`src/rtl/pe_pkg.sv`:
```
package pe_pkg;
  typedef enum logic [2:0] {
    ST_READ  = 3'd0,
    ST_PROG  = 3'd1,
    ST_ERASE = 3'd2,
    ST_SWEEP = 3'd3,
    ST_ABORT = 3'd4,
    ST_FAULT = 3'd5
  } pe_state_t;

  localparam int STAT_FLAGS = 3;
endpackage

```
`src/rtl/pe_cell_array.sv`:
```
module pe_cell_array #(
  parameter int ADDR_W = 4,
  parameter int DATA_W = 8
) (
  input  logic              clk,
  input  logic              we,
  input  logic [ADDR_W-1:0] waddr,
  input  logic [DATA_W-1:0] wdata,
  input  logic              re,
  input  logic [ADDR_W-1:0] raddr,
  output logic [DATA_W-1:0] rdata
);
  localparam int DEPTH = 1 << ADDR_W;

  logic [DATA_W-1:0] mem [DEPTH];

  // cells leave the factory erased
  initial begin
    for (int i = 0; i < DEPTH; i++) mem[i] = '1;
  end

  // one write port, one registered read port, read-first
  always_ff @(posedge clk) begin
    if (we) mem[waddr] <= wdata;
    if (re) rdata <= mem[raddr];
  end
endmodule

```
`src/rtl/pe_op_timer.sv`:
```
module pe_op_timer #(
  parameter int CNT_W = 4
) (
  input  logic             clk,
  input  logic             rst,
  input  logic             load,
  input  logic [CNT_W-1:0] load_val,
  output logic             zero
);
  logic [CNT_W-1:0] cnt_q;

  always_ff @(posedge clk) begin
    if (rst)              cnt_q <= '0;
    else if (load)        cnt_q <= load_val;
    else if (cnt_q != '0) cnt_q <= cnt_q - 1'b1;
  end

  assign zero = (cnt_q == '0);

  // a running count steps down by one each cycle (durations of R5, R8, R10)
  assert_timer_step_R5: assert property (@(posedge clk) disable iff (rst)
    (!load && cnt_q != '0) |=> (cnt_q == $past(cnt_q) - 1'b1));
endmodule

```
`src/rtl/pe_status_gen.sv`:
```
module pe_status_gen #(
  parameter int DATA_W = 8
) (
  input  logic              clk,
  input  logic              rst,
  input  logic              clear,
  input  logic              rd_take,
  input  logic              poll_bit,
  input  logic              err_bit,
  output logic [DATA_W-1:0] stat_q
);
  localparam int LOW_W = DATA_W - pe_pkg::STAT_FLAGS;

  logic tog_q;

  always_ff @(posedge clk) begin
    if (rst) begin
      tog_q  <= 1'b0;
      stat_q <= '0;
    end else begin
      if (clear)        tog_q <= 1'b0;
      else if (rd_take) tog_q <= ~tog_q;
      if (rd_take) stat_q <= {poll_bit, tog_q, err_bit, {LOW_W{1'b0}}};
    end
  end

  // the toggle only moves on a status read or an operation start
  assert_toggle_hold_R4: assert property (@(posedge clk) disable iff (rst)
    (!rd_take && !clear) |=> $stable(tog_q));
endmodule

```
`src/rtl/pe_status_engine.sv`:
```
module pe_status_engine
  import pe_pkg::*;
#(
  parameter int ADDR_W       = 4,
  parameter int DATA_W       = 8,
  parameter int PROG_CYCLES  = 4,
  parameter int ERASE_CYCLES = 6,
  parameter int ABORT_CYCLES = 5
) (
  input  logic              clk,
  input  logic              rst,
  input  logic              start_prog,
  input  logic              start_erase,
  input  logic              reset_cmd,
  input  logic              fail_inject,
  input  logic [ADDR_W-1:0] op_addr,
  input  logic [DATA_W-1:0] op_data,
  input  logic              rd_en,
  input  logic [ADDR_W-1:0] rd_addr,
  output logic [DATA_W-1:0] rd_data,
  output logic              busy,
  output logic              done,
  output logic              aborted,
  output logic              err_flag
);
  localparam int DEPTH   = 1 << ADDR_W;
  localparam int MAX_A   = (PROG_CYCLES > ERASE_CYCLES) ? PROG_CYCLES : ERASE_CYCLES;
  localparam int MAX_CYC = (MAX_A > ABORT_CYCLES) ? MAX_A : ABORT_CYCLES;
  localparam int TMR_W   = $clog2(MAX_CYC + 1);
  localparam logic [ADDR_W-1:0] LAST_ADDR = ADDR_W'(DEPTH - 1);

  pe_state_t         state_q, state_d;
  logic [ADDR_W-1:0] paddr_q, sweep_q;
  logic [DATA_W-1:0] pdata_q;
  logic              is_prog_q, fail_q, sel_q, done_q, abort_q;

  logic              tmr_load, tmr_zero;
  logic [TMR_W-1:0]  tmr_val;

  logic              arr_we, arr_re;
  logic [ADDR_W-1:0] arr_waddr, arr_raddr;
  logic [DATA_W-1:0] arr_wdata, arr_q, stat_q;

  logic stat_mode, rd_take, op_start, prog_fail, finish_ok;

  assign stat_mode = (state_q != ST_READ);
  assign rd_take   = rd_en & stat_mode;
  // while not idle the read port fetches the program target for the AND update
  assign arr_raddr = stat_mode ? paddr_q : rd_addr;
  assign arr_re    = rd_en | stat_mode;
  assign prog_fail = fail_q | (|(pdata_q & ~arr_q));

  always_comb begin
    state_d   = state_q;
    tmr_load  = 1'b0;
    tmr_val   = '0;
    arr_we    = 1'b0;
    arr_waddr = paddr_q;
    arr_wdata = arr_q & pdata_q;
    op_start  = 1'b0;
    finish_ok = 1'b0;
    unique case (state_q)
      ST_READ: begin
        if (start_prog) begin
          state_d  = ST_PROG;
          tmr_load = 1'b1;
          tmr_val  = TMR_W'(PROG_CYCLES - 1);
          op_start = 1'b1;
        end else if (start_erase) begin
          state_d  = ST_ERASE;
          tmr_load = 1'b1;
          tmr_val  = TMR_W'(ERASE_CYCLES - 1);
          op_start = 1'b1;
        end
      end
      ST_PROG: begin
        if (tmr_zero) begin
          arr_we = 1'b1;
          if (prog_fail) state_d = ST_FAULT;
          else begin
            state_d   = ST_READ;
            finish_ok = 1'b1;
          end
        end
      end
      ST_ERASE: begin
        if (reset_cmd) begin
          state_d  = ST_ABORT;
          tmr_load = 1'b1;
          tmr_val  = TMR_W'(ABORT_CYCLES - 1);
        end else if (tmr_zero) begin
          state_d = ST_SWEEP;
        end
      end
      ST_SWEEP: begin
        arr_we    = 1'b1;
        arr_waddr = sweep_q;
        arr_wdata = '1;
        if (reset_cmd) begin
          state_d  = ST_ABORT;
          tmr_load = 1'b1;
          tmr_val  = TMR_W'(ABORT_CYCLES - 1);
        end else if (sweep_q == LAST_ADDR) begin
          if (fail_q) state_d = ST_FAULT;
          else begin
            state_d   = ST_READ;
            finish_ok = 1'b1;
          end
        end
      end
      ST_ABORT: begin
        if (tmr_zero) state_d = ST_READ;
      end
      ST_FAULT: begin
        if (reset_cmd) state_d = ST_READ;
      end
      default: state_d = ST_READ;
    endcase
  end

  always_ff @(posedge clk) begin
    if (rst) begin
      state_q   <= ST_READ;
      paddr_q   <= '0;
      pdata_q   <= '0;
      is_prog_q <= 1'b0;
      fail_q    <= 1'b0;
      sel_q     <= 1'b0;
      done_q    <= 1'b0;
      abort_q   <= 1'b0;
      sweep_q   <= '0;
    end else begin
      state_q <= state_d;
      done_q  <= finish_ok;
      abort_q <= (state_q == ST_ABORT) && tmr_zero;
      if (rd_en) sel_q <= stat_mode;
      if (state_q == ST_SWEEP) sweep_q <= sweep_q + 1'b1;
      else                     sweep_q <= '0;
      if (op_start) begin
        paddr_q   <= op_addr;
        pdata_q   <= op_data;
        is_prog_q <= start_prog;
        fail_q    <= fail_inject;
      end
    end
  end

  pe_op_timer #(.CNT_W(TMR_W)) u_timer (
    .clk      (clk),
    .rst      (rst),
    .load     (tmr_load),
    .load_val (tmr_val),
    .zero     (tmr_zero)
  );

  pe_cell_array #(.ADDR_W(ADDR_W), .DATA_W(DATA_W)) u_array (
    .clk   (clk),
    .we    (arr_we),
    .waddr (arr_waddr),
    .wdata (arr_wdata),
    .re    (arr_re),
    .raddr (arr_raddr),
    .rdata (arr_q)
  );

  pe_status_gen #(.DATA_W(DATA_W)) u_status (
    .clk      (clk),
    .rst      (rst),
    .clear    (op_start),
    .rd_take  (rd_take),
    .poll_bit (is_prog_q & ~pdata_q[DATA_W-1]),
    .err_bit  (state_q == ST_FAULT),
    .stat_q   (stat_q)
  );

  assign rd_data  = sel_q ? stat_q : arr_q;
  assign busy     = (state_q == ST_PROG) || (state_q == ST_ERASE) ||
                    (state_q == ST_SWEEP) || (state_q == ST_ABORT);
  assign err_flag = (state_q == ST_FAULT);
  assign done     = done_q;
  assign aborted  = abort_q;

  // a running program is never cut short
  assert_prog_uninterrupted_R9: assert property (@(posedge clk) disable iff (rst)
    (state_q == ST_PROG && !tmr_zero) |=> (state_q == ST_PROG));

  // the error state is left only through reset_cmd
  assert_fault_sticky_R6: assert property (@(posedge clk) disable iff (rst)
    (err_flag && !reset_cmd) |=> err_flag);

  // erase and abort reads show a cleared polling bit
  assert_erase_poll_R3: assert property (@(posedge clk) disable iff (rst)
    (rd_en && (state_q == ST_ERASE || state_q == ST_SWEEP || state_q == ST_ABORT))
      |=> (rd_data[DATA_W-1] == 1'b0));

  // success is reported only once the engine is idle and clean
  assert_done_clean_R5: assert property (@(posedge clk) disable iff (rst)
    done |-> (!busy && !err_flag));

  // completion and abort never coincide
  assert_pulse_excl_R10: assert property (@(posedge clk) disable iff (rst)
    $onehot0({done, aborted}));
endmodule

```
`config.mk`:
```
export PLATFORM = sky130hd
export DESIGN_NAME = pe_status_engine
export DESIGN_NICKNAME = d
export VERILOG_FILES = /design/src/rtl/pe_pkg.sv /design/src/rtl/pe_cell_array.sv /design/src/rtl/pe_op_timer.sv /design/src/rtl/pe_status_gen.sv /design/src/rtl/pe_status_engine.sv
export SDC_FILE = /design/constraint.sdc
export NUM_CORES = 1
export LEC_CHECK = 0
export ABC_AREA = 1
export BUFFER_PORTS_ARGS = -buffer_cell sky130_fd_sc_hd__buf_2
export CORE_MARGIN = 5
export CORE_UTILIZATION = 55
export CTS_CLUSTER_DIAMETER = 200
export CTS_CLUSTER_SIZE = 24
export DETAILED_ROUTE_END_ITERATION = 12
export PLACE_DENSITY = 0.75
export SLEW_MARGIN = 25
export SYNTH_ARGS = -nofsm -noshare
export SYNTH_HDL_FRONTEND = slang
export SYNTH_SLANG_ARGS = --single-unit
```
`constraint.sdc`:
```
create_clock -name clk -period 2 [get_ports clk]
set_input_delay 0 -clock clk [delete_from_list [all_inputs] [get_ports clk]]
set_output_delay 0 -clock clk [all_outputs]
set_load 0.01 [all_outputs]
```
# After elaboration in Yosys (flattened, before gate mapping)

Memories as Yosys holds them, arrays and structs flattened. A register that Yosys moved wholly into a read port is not among the register bits.
Cells that the tools add are included.

Equality and inequality tests: 12
Multiplexer cells: 37
$add $sub $neg: 2
Reductions and logical operators: 14
Bitwise gates (word level): 10

Operators with widths:

| operator                                                            | count |
|---|---|
| 3-bit 2-to-1 mux                                                    | 16 |
| 3-bit case mux with 6 select lines                                  | 1 |
| 8-bit bitwise AND                                                   | 2 |
| 8-bit 2-to-1 mux                                                    | 2 |
| 1-bit 2-to-1 mux                                                    | 12 |
| 3-bit != test (second input constant)                               | 3 |
| 4-bit 2-to-1 mux                                                    | 2 |
| 8-bit NOT                                                           | 1 |
| 8-bit OR reduction                                                  | 1 |
| 3-bit by 2-bit == test with 1-bit output (second input constant)    | 2 |
| 3-bit == test (second input constant)                               | 2 |
| 3-bit zero test                                                     | 2 |
| 2-bit != test (second input constant)                               | 3 |
| 1-bit case mux with 2 select lines                                  | 3 |
| 3-bit case mux with 2 select lines                                  | 1 |
| 6-bit AND reduction                                                 | 1 |
| 3-bit nonzero test                                                  | 2 |
| 2-bit OR reduction                                                  | 3 |
| 4-bit by 1-bit adder with 4-bit output (second input constant)      | 1 |
| 4-bit == test (second input constant)                               | 1 |
| 3-bit by 1-bit == test with 1-bit output (second input constant)    | 1 |
| 1-bit logical OR                                                    | 3 |
| 1-bit NOT                                                           | 3 |
| 3-bit by 1-bit subtractor with 3-bit output (second input constant) | 1 |
| other kinds (4)                                                     | 6 |

Memories kept: 1
Bits of input ports: 23
Logic and storage cells: 88
Output and inout port bits: 12
Bits in registers: 31
Memory bits (writable): 128

Memories:

| memory      | words | width | rd ports | clocked after memory_dff | wr ports | line                | RTL |
|---|---|---|---|---|---|---|---|
| u_array.mem | 16    | 8     | 1        | 1                        | 1        | pe_cell_array.sv:15 | `logic [DATA_W-1:0] mem [DEPTH];` |

# Depth between registers and ports, before layout

Gate-level depths: netlist of the first run.

Depth in word-level cells: 7
Mapped depth: 10
Mapped depth without buffers: 10

# Modules after synthesis

From an unflattened synthesis of the first run, not the netlist that was laid out.

Cells, all modules: 831
Area, all modules: 7622.3 µm²

By module, submodules not included:

| module           | times used | cells each | area each (µm²) |
|---|---|---|---|
| pe_cell_array    | 1          | 551        | 5846.9 |
| pe_status_engine | 1          | 225        | 1383.8 |
| pe_op_timer      | 1          | 28         | 198.9 |
| pe_status_gen    | 1          | 27         | 192.7 |

# Least setup slack after synthesis of the first run

No wires, ideal clock.

Path type: register to register
Start point: reg u_timer.cnt_q[0]
End point: mem u_array.mem[4][0], enable pin
Path buffers: 0
Data arrival time: 1.725 ns
Period minus slack after synthesis: 2.095 ns
Slack: -0.095 ns
Required time: 1.630 ns
Cell stages (with the launch flop): 9
Library setup time: 0.370 ns
Path through: dfxtp_1 > inv_1 > ha_1 > inv_1 > nor2_1 > inv_1 > o21ai_1 > nand3_1 > nor2_1

Longest elaborated chain between the ends: 5

RTL lines:

| element                                | line                   | RTL |
|---|---|---|
| start, declared                        | pe_op_timer.sv:10      | `logic [CNT_W-1:0] cnt_q;` |
| start signal, assigned                 | pe_op_timer.sv:14      | `else if (load) cnt_q <= load_val;` |
| start signal, assigned                 | pe_op_timer.sv:15      | `else if (cnt_q != '0) cnt_q <= cnt_q - 1'b1;` |
| 3-bit zero test                        | pe_op_timer.sv:18      | `assign zero = (cnt_q == '0);` |
| 1-bit 2-to-1 mux                       | pe_status_engine.sv:77 | `if (tmr_zero) begin` |
| 1-bit case mux with 2 select lines     | pe_status_engine.sv:62 | `unique case (state_q)` |
| 1-bit 2-to-1 mux                       | pe_cell_array.sv:24    | `if (we) mem[waddr] <= wdata;` |
| 1-bit 2-to-1 mux (not written as such) | pe_cell_array.sv:24    |  |
| end, declared                          | pe_cell_array.sv:15    |  |

Every way passes these cells.

# Worst setup path in the final report of the first run

Start point: reg state_q[0]
End point: reg u_array.rdata[1] (read register of u_array.mem) (data pin)

Longest elaborated chain between the ends: 2

RTL lines:

| element                                      | line                                           | RTL |
|---|---|---|
| start, declared                              | pe_status_engine.sv:32                         | `pe_state_t state_q, state_d;` |
| start signal, assigned                       | pe_status_engine.sv:133                        | `state_q <= state_d;` |
| 3-bit nonzero test (*)                       | pe_status_engine.sv:46                         | `assign stat_mode = (state_q != ST_READ);` |
| 4-bit 2-to-1 mux or 1-bit OR (tied branches) | pe_status_engine.sv:49, pe_status_engine.sv:50 |  |
| end, declared                                | pe_cell_array.sv:11                            | `output logic [DATA_W-1:0] rdata` |

Mark *: on every way between the ends. The rest lies on a longest branch, timed or not.
A chain may end at the register's enable or synchronous reset.

==> results of run 1 <==
[metal layers]
metal,vias up,GRT usage,wire length (um)
li1,2854,-,-
met1,2829,0.321,7850
met2,244,0.384,9140
met3,52,0.0663,1480
met4,0,0.118,736
met5,-,0,0
[cell usage after synthesis, types with 2 or more instances]
cell type,instances
inv_1,182
nand3_1,166
nand2_1,144
edfxtp_1,136
nor2_1,42
o21ai_0,35
dfxtp_1,31
a21oi_1,25
buf_2,15
buf_4,9
clkbuf_1,4
inv_2,4
nand2_2,4
nor3_1,4
ha_1,3
o21ai_4,3
nor2_4,2
or2_2,2
[final cells by class]
type,instances,area [um2],area share
Antenna cell,1,2.50,0.000276
Clock buffer,21,440,0.0486
Clock inverter,10,58.8,0.00648
Inverter,186,703,0.0775
Multi-Input combinational cell,443,2140,0.236
Sequential cell,167,4710,0.519
Tap cell,180,225,0.0248
Timing Repair Buffer,98,791,0.0872
[logic make-up (layout without fill, tap and decap cells)]
| logic type | after synthesis | in the layout |
|---|---|---|
| compound gates | 69 | 69 |
| xor+xnor | 1 | 1 |
| fa+ha+maj | 3 | 3 |
| buf+inv | 216 | 315 |
| flops | 167 | 167 |
| other cells | 0 | 1 |
| simple gates | 370 | 370 |
[how the worst max path moves through the flow]
stage | startpoint | end | slack, ns
after floorplan | u_timer.cnt_q[0] | u_array.mem[4][0] | -0.09
final | state_q[0] | u_array.rdata[1] | 0.04
after global placement | state_q[1] | u_array.mem[7][6] | 0.007
after CTS | state_q[0] | u_array.rdata[7] | 0.04
after global routing | u_timer.cnt_q[0] | u_array.mem[5][2] | -0.03
after detailed placement | state_q[1] | u_array.mem[4][6] | -0.04
[metrics by stage]
step | hold slack, ns | power [mW]
floorplan | 0.148 | 8.51
global placement | 0.285 | 10.5
detailed placement | 0.296 | 10.5
CTS | 0.183 | 13.4
global route | 0.156 | 14.4
finish | 0.101 | 13.5
[flip-flops by register name, summed over array words and instances (netlist names), 3 cells and up]
name / flops
paddr_q: 4
pdata_q: 8
state_q: 3
sweep_q: 4
u_array.mem: 128
u_array.rdata: 8
u_status.stat_q: 3
u_timer.cnt_q: 3
[worst register-to-register path, stage by stage (launching register included)]
cell and delay (ns):
dfxtp_2 0.36, nor2_4 0.18, nand2_4 0.15, nand2_2 0.10, buf_4 0.25, nand3_1 0.15
nand3_1 0.11, nand3_1 0.17, nand3_1 0.16, nand2_1 0.07
[power groups by stage]
stage | sequential, mW | combinational, mW | clock, mW
2_1_floorplan | 4.75 | 3.76 | 0
3_3_place_gp | 4.82 | 5.64 | 0
3_5_place_dp | 4.83 | 5.71 | 0
4_1_cts | 4.76 | 5.78 | 2.85
5_1_grt | 4.80 | 6.53 | 3.03
6_report | 4.77 | 5.95 | 2.82
[what timing repair did]
| action | 4_1_cts | 5_1_grt |
|---|---|---|
| setup endpoints to repair | 88 | 146 |
| hold buffers | 17 | 0 |
| buffers inserted | 0 | 1 |
| resized for setup | 4 | 24 |
| pin swaps | 0 | 4 |
| endpoints found under the hold margin | 24 | 0 |
==> summary.md, run 1 <==
| Metric | Value |
|---|---|
| Hold path start | start_erase |
| Logic pwr share | 0.439 |
| CTS tree | done |
| Simple-gate share of the synthesized area | 0.216 |
| Crit path DAT | 2.14 ns |
| Synth Net Count | between 800 and 900 |
| Post-synthesis sequential area ratio | 0.612 |
| Post-route ant nets | 0 |
| Seq pwr share | 0.353 |
| Post-Synth XOR/XNOR Area | 0.00114 |
| Die Ht | ~130 um |
| Distinct cell type count after synthesis | 33 |
| Hold Path Depth | 4 |
| Post-route clock skew | 0.00740 ns |
| Vias in the first global route | roughly 5800 |
| Most frequent cells in the layout | inv_1, nand3_1, nand2_1 |
| Crit share post-route | 0.978 |
| Top post-synthesis cells by area | edfxtp_1, nand3_1, inv_1 |
| R2r endpoint | u_array.rdata[1] |
| Compound-cell area share of the yosys netlist | 0.0510 |
| Mux share of post-synthesis cell area | 0 |
| Routed via count | about 6000 |
| # fillers | between 1000 and 1500 |
| Startpoint types | flop |
| Clock buffer depth | 2 |
| Cells after DPL | 1056 |
| Sink of the worst hold path | pdata_q[0] |
| Syn Inst Count | a little over 800 |
| Place WS | -0.0449 ns |
| Slowest cell delay on critical path | around 0.36 ns |
| DR pass1 iterations | 5 |
| Leak | a little over 4 nW |
| Commonest non-fill, non-tap cell in the layout | inv_1 |
| Max FO, Critical Path | 18 |
| Sw Share | 0.408 |
| Max Clock Freq | a little over 0.5 GHz |
| Initial antenna violation count | 0 |
| Util after Layout | 0.659 |
| Area delta synth->final | 18.1% |
| Critical Path Stages | 9 |
| WP buf/inv | 1 |
| Number of flops mapped to enable cells by yosys | around 140 |
| Avg WL per Cell | about 17 um |
| Die area | 16400 um2 |
| Worst-Skew Late Latency | ~0.43 ns |
| Die width | around 130 um |
| Peak VDD IR | about 0.8 mV |
| Dpl cell area | 8320 um2 |
| Outcome | completed |
| Cell internal pwr | approximately 8 mW |
| Net Sw Power | 5.52 mW |
| Class of the most critical setup path | reg -> reg |
| Mapped Area | approximately 7700 um2 |
| HPWL Detailed | around 13 mm |
| Setup violators final | 0 |
| Area leader, netlist | edfxtp_1 |
| Largest net degree at the start of global routing | 43 |
| Hold Fails Final Rpt | 0 |
| Crit. End Element | flop |
| CTS clock-pin slew for the worst setup and hold paths | 0.06 ns |
| CP cell instances | nor2_4 > nand2_4 > nand2_2 > buf_4 > nand3_1 > nand3_1 > nand3_1 > nand3_1 > nand2_1 |
| Placer Congestion | between 0.8 and 0.9 |
| Worst min-delay path class | in -> reg |
| Worst-Margin Slew | around 0.46 ns |
| CP max-delay cell | dfxtp_2 |
| Total Routing Usage GR | 0.246 |
| FF-to-FF setup slack | between 0.04 and 0.05 ns |
| Seq cells post-synth | roughly 170 |
| Nets | between 900 and 1000 |
| # IOs | 35 |
| R2R cell count | 9 |
| Port bufs | 34 |
| Clock Sinks | between 150 and 200 |
| Max H-tree Level | 4 |
| Slew headroom | 0.693 |
| Max Cap Viol | 0 |
| Setup WS post-layout | around 0.044 ns |
| R2r startpoint | state_q[0] |
| Drt total wl | 19.2 mm |
| Fin. max-slew vios | 0 |
| # rows | 43 |
| Avg Inst Size Synth | a little over 9 um2 |
| Core Region | between 10000 and 15000 um2 |
| Root Buffer | clkbuf_16 |
| Via density | ~5.4 |
| Yosys warns | 0 |
| DRC viols | 0 |
| Worst EP required | 2.18 ns |
| 1st-iter DRT viols | around 660 |
| Final cell count without fillers | between 1000 and 1500 |
| Top FF cell, synth | edfxtp_1 |
| Num CTS Buffers | 17 |
| First-pass GRT wire length | a little over 30 mm |
| Layout cells sized above 1 | 0.151 |
| Clock network power share | 0.208 |
| Main combinational cell family by area after synthesis | simple AND/OR/NAND/NOR gates |
| Total gr overflow | 0 |
| CP top delay family | simple AND/OR/NAND/NOR gates |
| CP dominant cell by count | nand3_1 |
| Min Tclk post-route | a little under 2 ns |
| Adder-Cell Fraction of Synth Area | 0.00489 |
| Share of the synthesized area in the top cell type | 0.532 |
| Post-synth ARST share | 0 |
| Cell Pwr Density | approximately 1500 nW/um2 |
| Final instance area | ~9000 um2 |
| Starting Density | 0.558 |
| Setup TNS | 0 ns |
(Power assumes the default switching activity.)
==> inputs of run 2 (changes only) <==
--- a/config.mk
+++ b/config.mk
@@ -13,6 +13,7 @@
 export CTS_CLUSTER_SIZE = 24
 export DETAILED_ROUTE_END_ITERATION = 12
 export PLACE_DENSITY = 0.75
+export RECOVER_POWER = 25
 export SLEW_MARGIN = 25
 export SYNTH_ARGS = -nofsm -noshare
 export SYNTH_HDL_FRONTEND = slang
==> run 2 against run 1 <==
Effect of this change: combinational power hardly changed; worst hold slack better by 0.0050 ns; non-clock buffer count stayed put; critical endpoint unchanged; largest power group unchanged.
==> summary.md, run 2 (synthesis gave the netlist of run 1 again) <==
| Metric | Value |
|---|---|
| Slowest cell delay on critical path | approximately 0.36 ns |
| Max Cap Viol | 0 |
| Post-route ant nets | 0 |
| Area of the multi-input gates | approximately 2100 um2 |
| Largest register FFs | between 100 and 150 |
| Port bufs | 34 |
| CP dominant cell by count | nand3_1 |
| Drt total wl | 19.2 mm |
| Outcome | completed |
| Register Area | 4710 um2 |
| First-pass GRT wire length | a little over 30 mm |
| Nets | approximately 940 |
| Total Routing Usage GR | 0.246 |
| R2R cell count | 9 |
| Power Total | 13.5 mW |
| Leak | between 3 and 4 nW |
| Placer Congestion | between 0.8 and 0.9 |
| Hold Path Depth | 4 |
| 1st-iter DRT viols | between 600 and 700 |
| Place WS | -0.0449 ns |
| Min Tclk post-route | just under 2 ns |
| DRC viols | 0 |
| CTS tree | done |
| Class of the most critical setup path | reg -> reg |
| HPWL Detailed | between 10 and 15 mm |
| Worst-Skew Late Latency | around 0.43 ns |
| # fillers | 1123 |
| Worst hold slack | ~0.11 ns |
| Most frequent cells in the layout | inv_1, nand3_1, nand2_1 |
| Die Ht | 128 um |
| Area delta synth->final | 17.9% |
| Worst-Margin Slew | approximately 0.6 ns |
| Diodes inserted | 0 |
| DR pass1 iterations | 5 |
| CP max-delay cell | dfxtp_2 |
| Peak VDD IR | ~0.80 mV |
| Via density | between 5 and 6 |
| Worst min-delay path class | in -> reg |
| Crit path DAT | about 2.1 ns |
| # rows | 43 |
| Max H-tree Level | 4 |
| Post-route clock skew | ~0.0079 ns |
| Crit. End Element | flop |
| Startpoint types | flop |
| Largest net degree at the start of global routing | between 40 and 50 |
| Routed via count | 6043 |
| Hold Fails Final Rpt | 0 |
| Fin. max-slew vios | 0 |
| Initial antenna violation count | 0 |
| Crit share post-route | 0.970 |
| Vias in the first global route | just under 6000 |
| Num CTS Buffers | 17 |
| Clock Sinks | about 170 |
| Die area | 16400 um2 |
| Root Buffer | clkbuf_16 |
| Setup WS post-layout | a little over 0.06 ns |
| Starting Density | 0.558 |
| Max Clock Freq | 0.516 GHz |
| CP cell instances | nor2_4 > nand2_4 > nand2_2 > buf_4 > nand3_1 > nand3_1 > nand3_1 > nand3_1 > nand2_1 |
| Die width | ~130 um |
| # IOs | 35 |
| Largest regs | u_array.mem: 128 flops, pdata_q: 8 flops, u_array.rdata: 8 flops |
| Cell Pwr Density | roughly 1500 nW/um2 |
| Layout cells sized above 1 | 0.139 |
| Commonest non-fill, non-tap cell in the layout | inv_1 |
| Core Region | 13800 um2 |
| Total gr overflow | 0 |
| Clock buffer depth | 2 |
| Avg WL per Cell | 17.4 um |
| Worst EP required | 2.18 ns |
| Util after Layout | 0.657 |
| Setup violators final | 0 |
| Slew headroom | 0.609 |
| Max FO, Critical Path | 18 |
| CTS clock-pin slew for the worst setup and hold paths | 0.06 ns |
| Top reg by flops | u_array.mem |
-- run 2: cell types whose count changed in the layout (fill, tap and decap cells not counted) --
cell / before / now
diode_2: 1 / 0
buf_2: 34 / 23
clkbuf_1: 4 / 15
-- run 2: cell type report --
type	count	area share
Inverter	186	0.0777
Clock buffer	21	0.0486
Tap cell	180	0.0249
Timing Repair Buffer	98	0.0858
Multi-Input combinational cell	443	0.237
Clock inverter	10	0.00649
Sequential cell	167	0.520
-- run 2: power by group --
part	internal [mW]	leakage, nW	switching [mW]
clock network	1.56	0.239	1.26
registers	4.54	1.51	0.234
logic	1.89	2.24	4.03
-- run 2: per-layer routing --
layer	up-vias	GRT usage	wire length, um
met5	-	0	0
met4	0	0.118	729
met3	52	0.0663	1510
met2	271	0.384	9200
met1	2870	0.321	7800
li1	2850	-	-
-- run 2: final timing paths --
path                      start                  to  slack, ns
max                  state_q[0]    u_array.rdata[1]       0.06
min                 start_erase          pdata_q[0]       0.11
min reg2reg  u_status.stat_q[5]  u_status.stat_q[5]       0.46
max reg2reg          state_q[0]    u_array.rdata[1]       0.06
-- run 2: worst max-delay path, delay by kind of cell (launching register included) --
| family | cells | cell delay [ns] |
|---|---|---|
| buffers and inverters | 1 | 0.25 |
| flip-flops | 1 | 0.36 |
| AND/OR/NAND/NOR | 8 | 1.07 |
-- run 2: what timing repair did --
item | CTS | global route
hold endpoints to repair | 24 | 0
buffers inserted | 0 | 1
pin swaps | 0 | 4
endpoints found under the setup margin | 88 | 146
resized for setup | 4 | 24
hold buffers | 17 | 0
-- run 2: stage by stage --
step,area (um2),instances,setup TNS (ns)
after floorplan,7690,826,-5.60
after CTS,8990,1104,0
after detailed placement,8320,1056,-2.42
after global routing,9050,1105,-0.267
final,9050,1105,0
after global placement,8320,1056,0
==> inputs of run 3 (changes only) <==
--- a/config.mk
+++ b/config.mk
@@ -7,12 +7,14 @@
 export LEC_CHECK = 0
 export ABC_AREA = 1
 export BUFFER_PORTS_ARGS = -buffer_cell sky130_fd_sc_hd__buf_2
+export CELL_PAD_IN_SITES_DETAIL_PLACEMENT = 1
+export CELL_PAD_IN_SITES_GLOBAL_PLACEMENT = 1
 export CORE_MARGIN = 5
-export CORE_UTILIZATION = 55
+export CORE_UTILIZATION = 43
 export CTS_CLUSTER_DIAMETER = 200
 export CTS_CLUSTER_SIZE = 24
 export DETAILED_ROUTE_END_ITERATION = 12
-export PLACE_DENSITY = 0.75
+export PLACE_DENSITY_LB_ADDON = 0.1
 export RECOVER_POWER = 25
 export SLEW_MARGIN = 25
 export SYNTH_ARGS = -nofsm -noshare
==> run 3 against run 2 <==
Effect of this change: critical path depth increased by 2; maximum frequency decreased by 0.32%; wire length increased by 25%; sequential share of layout area decreased by 2.5 points; via count increased by 1.4%; global-route usage decreased by 0.54 points; core utilization decreased by 11 points; design area increased by 5.0%; count of clock-buffer cells in the layout increased by 4; sequential power about the same; critical endpoint is now u_array.rdata[6]; largest cell class unchanged.
==> summary.md, run 3 (synthesis gave the netlist of run 1 again) <==
| Metric | Value |
|---|---|
| Outcome | completed |
| Port bufs | 34 |
| Commonest non-fill, non-tap cell in the layout | inv_1 |
| Final cell count without fillers | between 1000 and 1500 |
| Post-route clock skew | 0.00705 ns |
| CP top delay family | simple AND/OR/NAND/NOR gates |
| Area of the multi-input gates | 2240 um2 |
| Crit path DAT | about 2.1 ns |
| Sw Share | 0.417 |
| Crit share post-route | 0.973 |
| Largest regs | u_array.mem: 128 flops, pdata_q: 8 flops, u_array.rdata: 8 flops |
| WP buf/inv | 3 |
| Cell Pwr Density | roughly 1600 nW/um2 |
| Die area | 20600 um2 |
| Diodes inserted | 0 |
| Max Cap Viol | 0 |
| CP dominant cell by count | nand3_1 |
| Net Sw Power | 6.31 mW |
| Crit. End Element | flop |
| Cells after DPL | around 1100 |
| Register Area | 4710 um2 |
| Clock Sinks | ~170 |
| Logic pwr share | 0.463 |
| Max Clock Freq | approximately 0.51 GHz |
| 1st-iter DRT viols | approximately 510 |
| Class of the most critical setup path | reg -> reg |
| Largest register FFs | around 130 |
| Area delta synth->final | 23.7% |
| Seq pwr share | 0.315 |
| Max H-tree Level | 4 |
| Setup violators final | 0 |
| Util after Layout | 0.546 |
| HPWL Detailed | ~16 mm |
| Core Region | roughly 17000 um2 |
| Peak VDD IR | around 0.74 mV |
| Die width | 144 um |
| Vias in the first global route | roughly 6500 |
| Max FO, Critical Path | 12 |
| Post-route ant nets | 0 |
| Cell internal pwr | roughly 8.8 mW |
| Avg WL per Cell | 20.8 um |
| Routed via count | between 6000 and 7000 |
| CTS clock-pin slew for the worst setup and hold paths | 0.06 ns |
| Min Tclk post-route | 1.95 ns |
| Die Ht | about 140 um |
| Fin. max-slew vios | 0 |
| Worst min-delay path class | in -> reg |
| Leak | between 4 and 5 nW |
| CP max-delay cell | dfxtp_1 |
| DRC viols | 0 |
| Worst-Skew Late Latency | roughly 0.44 ns |
| Num CTS Buffers | 17 |
| Clock network power share | 0.222 |
| CTS tree | done |
| Worst-Margin Slew | ~1.0 ns |
| Worst EP required | 2.18 ns |
| Placer Congestion | 0.908 |
| Root Buffer | clkbuf_16 |
| Slowest cell delay on critical path | about 0.34 ns |
| Layout cells sized above 1 | 0.182 |
| Initial antenna violation count | 0 |
| DR pass1 iterations | 5 |
| Worst hold slack | 0.0260 ns |
| First-pass GRT wire length | between 30 and 40 mm |
| Total gr overflow | 0 |
| # rows | between 40 and 50 |
| Starting Density | 0.441 |
| # IOs | 35 |
| Most frequent cells in the layout | inv_1, nand3_1, nand2_1 |
| Top reg by flops | u_array.mem |
| Slew headroom | 0.309 |
| Startpoint types | flop |
| # fillers | 2000 |
| Drt total wl | between 20 and 25 mm |
| Largest net degree at the start of global routing | 28 |
| Total Routing Usage GR | 0.241 |
| Clock buffer depth | 2 |
| Nets | 946 |
| CP cell instances | inv_2 > buf_4 > nand2_8 > nand2_2 > nand2_4 > buf_12 > nand2_1 > nand3_1 > nand3_1 > nand3_1 > nand2_1 |
| Hold Fails Final Rpt | 0 |
| Via density | 5.29 |
## run 3: worst reg2reg max path, stage by stage, from the launching register on
cell     delay, ns
dfxtp_1       0.34
inv_2         0.05
buf_4         0.17
nand2_8       0.12
nand2_2       0.09
nand2_4       0.15
buf_12        0.17
nand2_1       0.08
nand3_1       0.11
nand3_1       0.15
nand3_1       0.17
nand2_1       0.08
## run 3: what timing repair did
item | in CTS | in global routing
gates resized for setup | 11 | 47
setup buffers | 1 | 3
pin swaps | 1 | 3
cloned | 1 | 1
setup endpoints to repair | 128 | 136
hold buffers | 16 | 0
endpoints found under the hold margin | 23 | 0
## run 3: power by group through the flow
stage          clock network, mW  logic [mW]  registers [mW]
2_1_floorplan                  0        3.76            4.75
3_5_place_dp                   0        6.35            4.82
4_1_cts                     3.41        6.60            4.76
6_report                    3.37        7.01            4.77
3_3_place_gp                   0        6.21            4.80
5_1_grt                     3.57        7.57            4.80
## run 3: area by class of cell
| type | count | share of cell area |
|---|---|---|
| clock buffer | 25 | 0.0591 |
| clock inverter | 7 | 0.00513 |
| inverter | 186 | 0.0737 |
| multi-input combinational | 443 | 0.235 |
| sequential | 167 | 0.495 |
| tap | 225 | 0.0296 |
| timing repair buffer | 105 | 0.102 |
## run 3: layer usage
metal | track usage | vias to the layer above | share of wire
li1 | - | 2867 | -
met1 | 0.319 | 3069 | 0.45
met2 | 0.399 | 147 | 0.49
met3 | 0.0486 | 42 | 0.040
met4 | 0.0793 | 0 | 0.021
met5 | 0 | - | 0
## run 3: through the flow
stage	setup slack (ns)	total power [mW]	cell area, um2	setup TNS, ns
floorplan	-0.0947	8.51	7690	-5.60
global placement	-0.288	11.0	8450	-26.34
detailed placement	-0.305	11.2	8450	-30.82
CTS	0.00589	14.8	9280	0
global route	-0.0149	15.9	9510	-0.0297
finish	0.0541	15.1	9510	0
## run 3: worst paths after layout
| check | from | endpoint | slack, ns | cells after the start |
|---|---|---|---|---|
| worst max-delay path | state_q[2] | u_array.rdata[6] | 0.05 | 11 |
| worst min-delay path | reset_cmd | done | 0.03 | 3 |
| worst max register to register | state_q[2] | u_array.rdata[6] | 0.05 | 11 |
| worst min register to register | u_status.stat_q[5] | u_status.stat_q[5] | 0.47 | 2 |
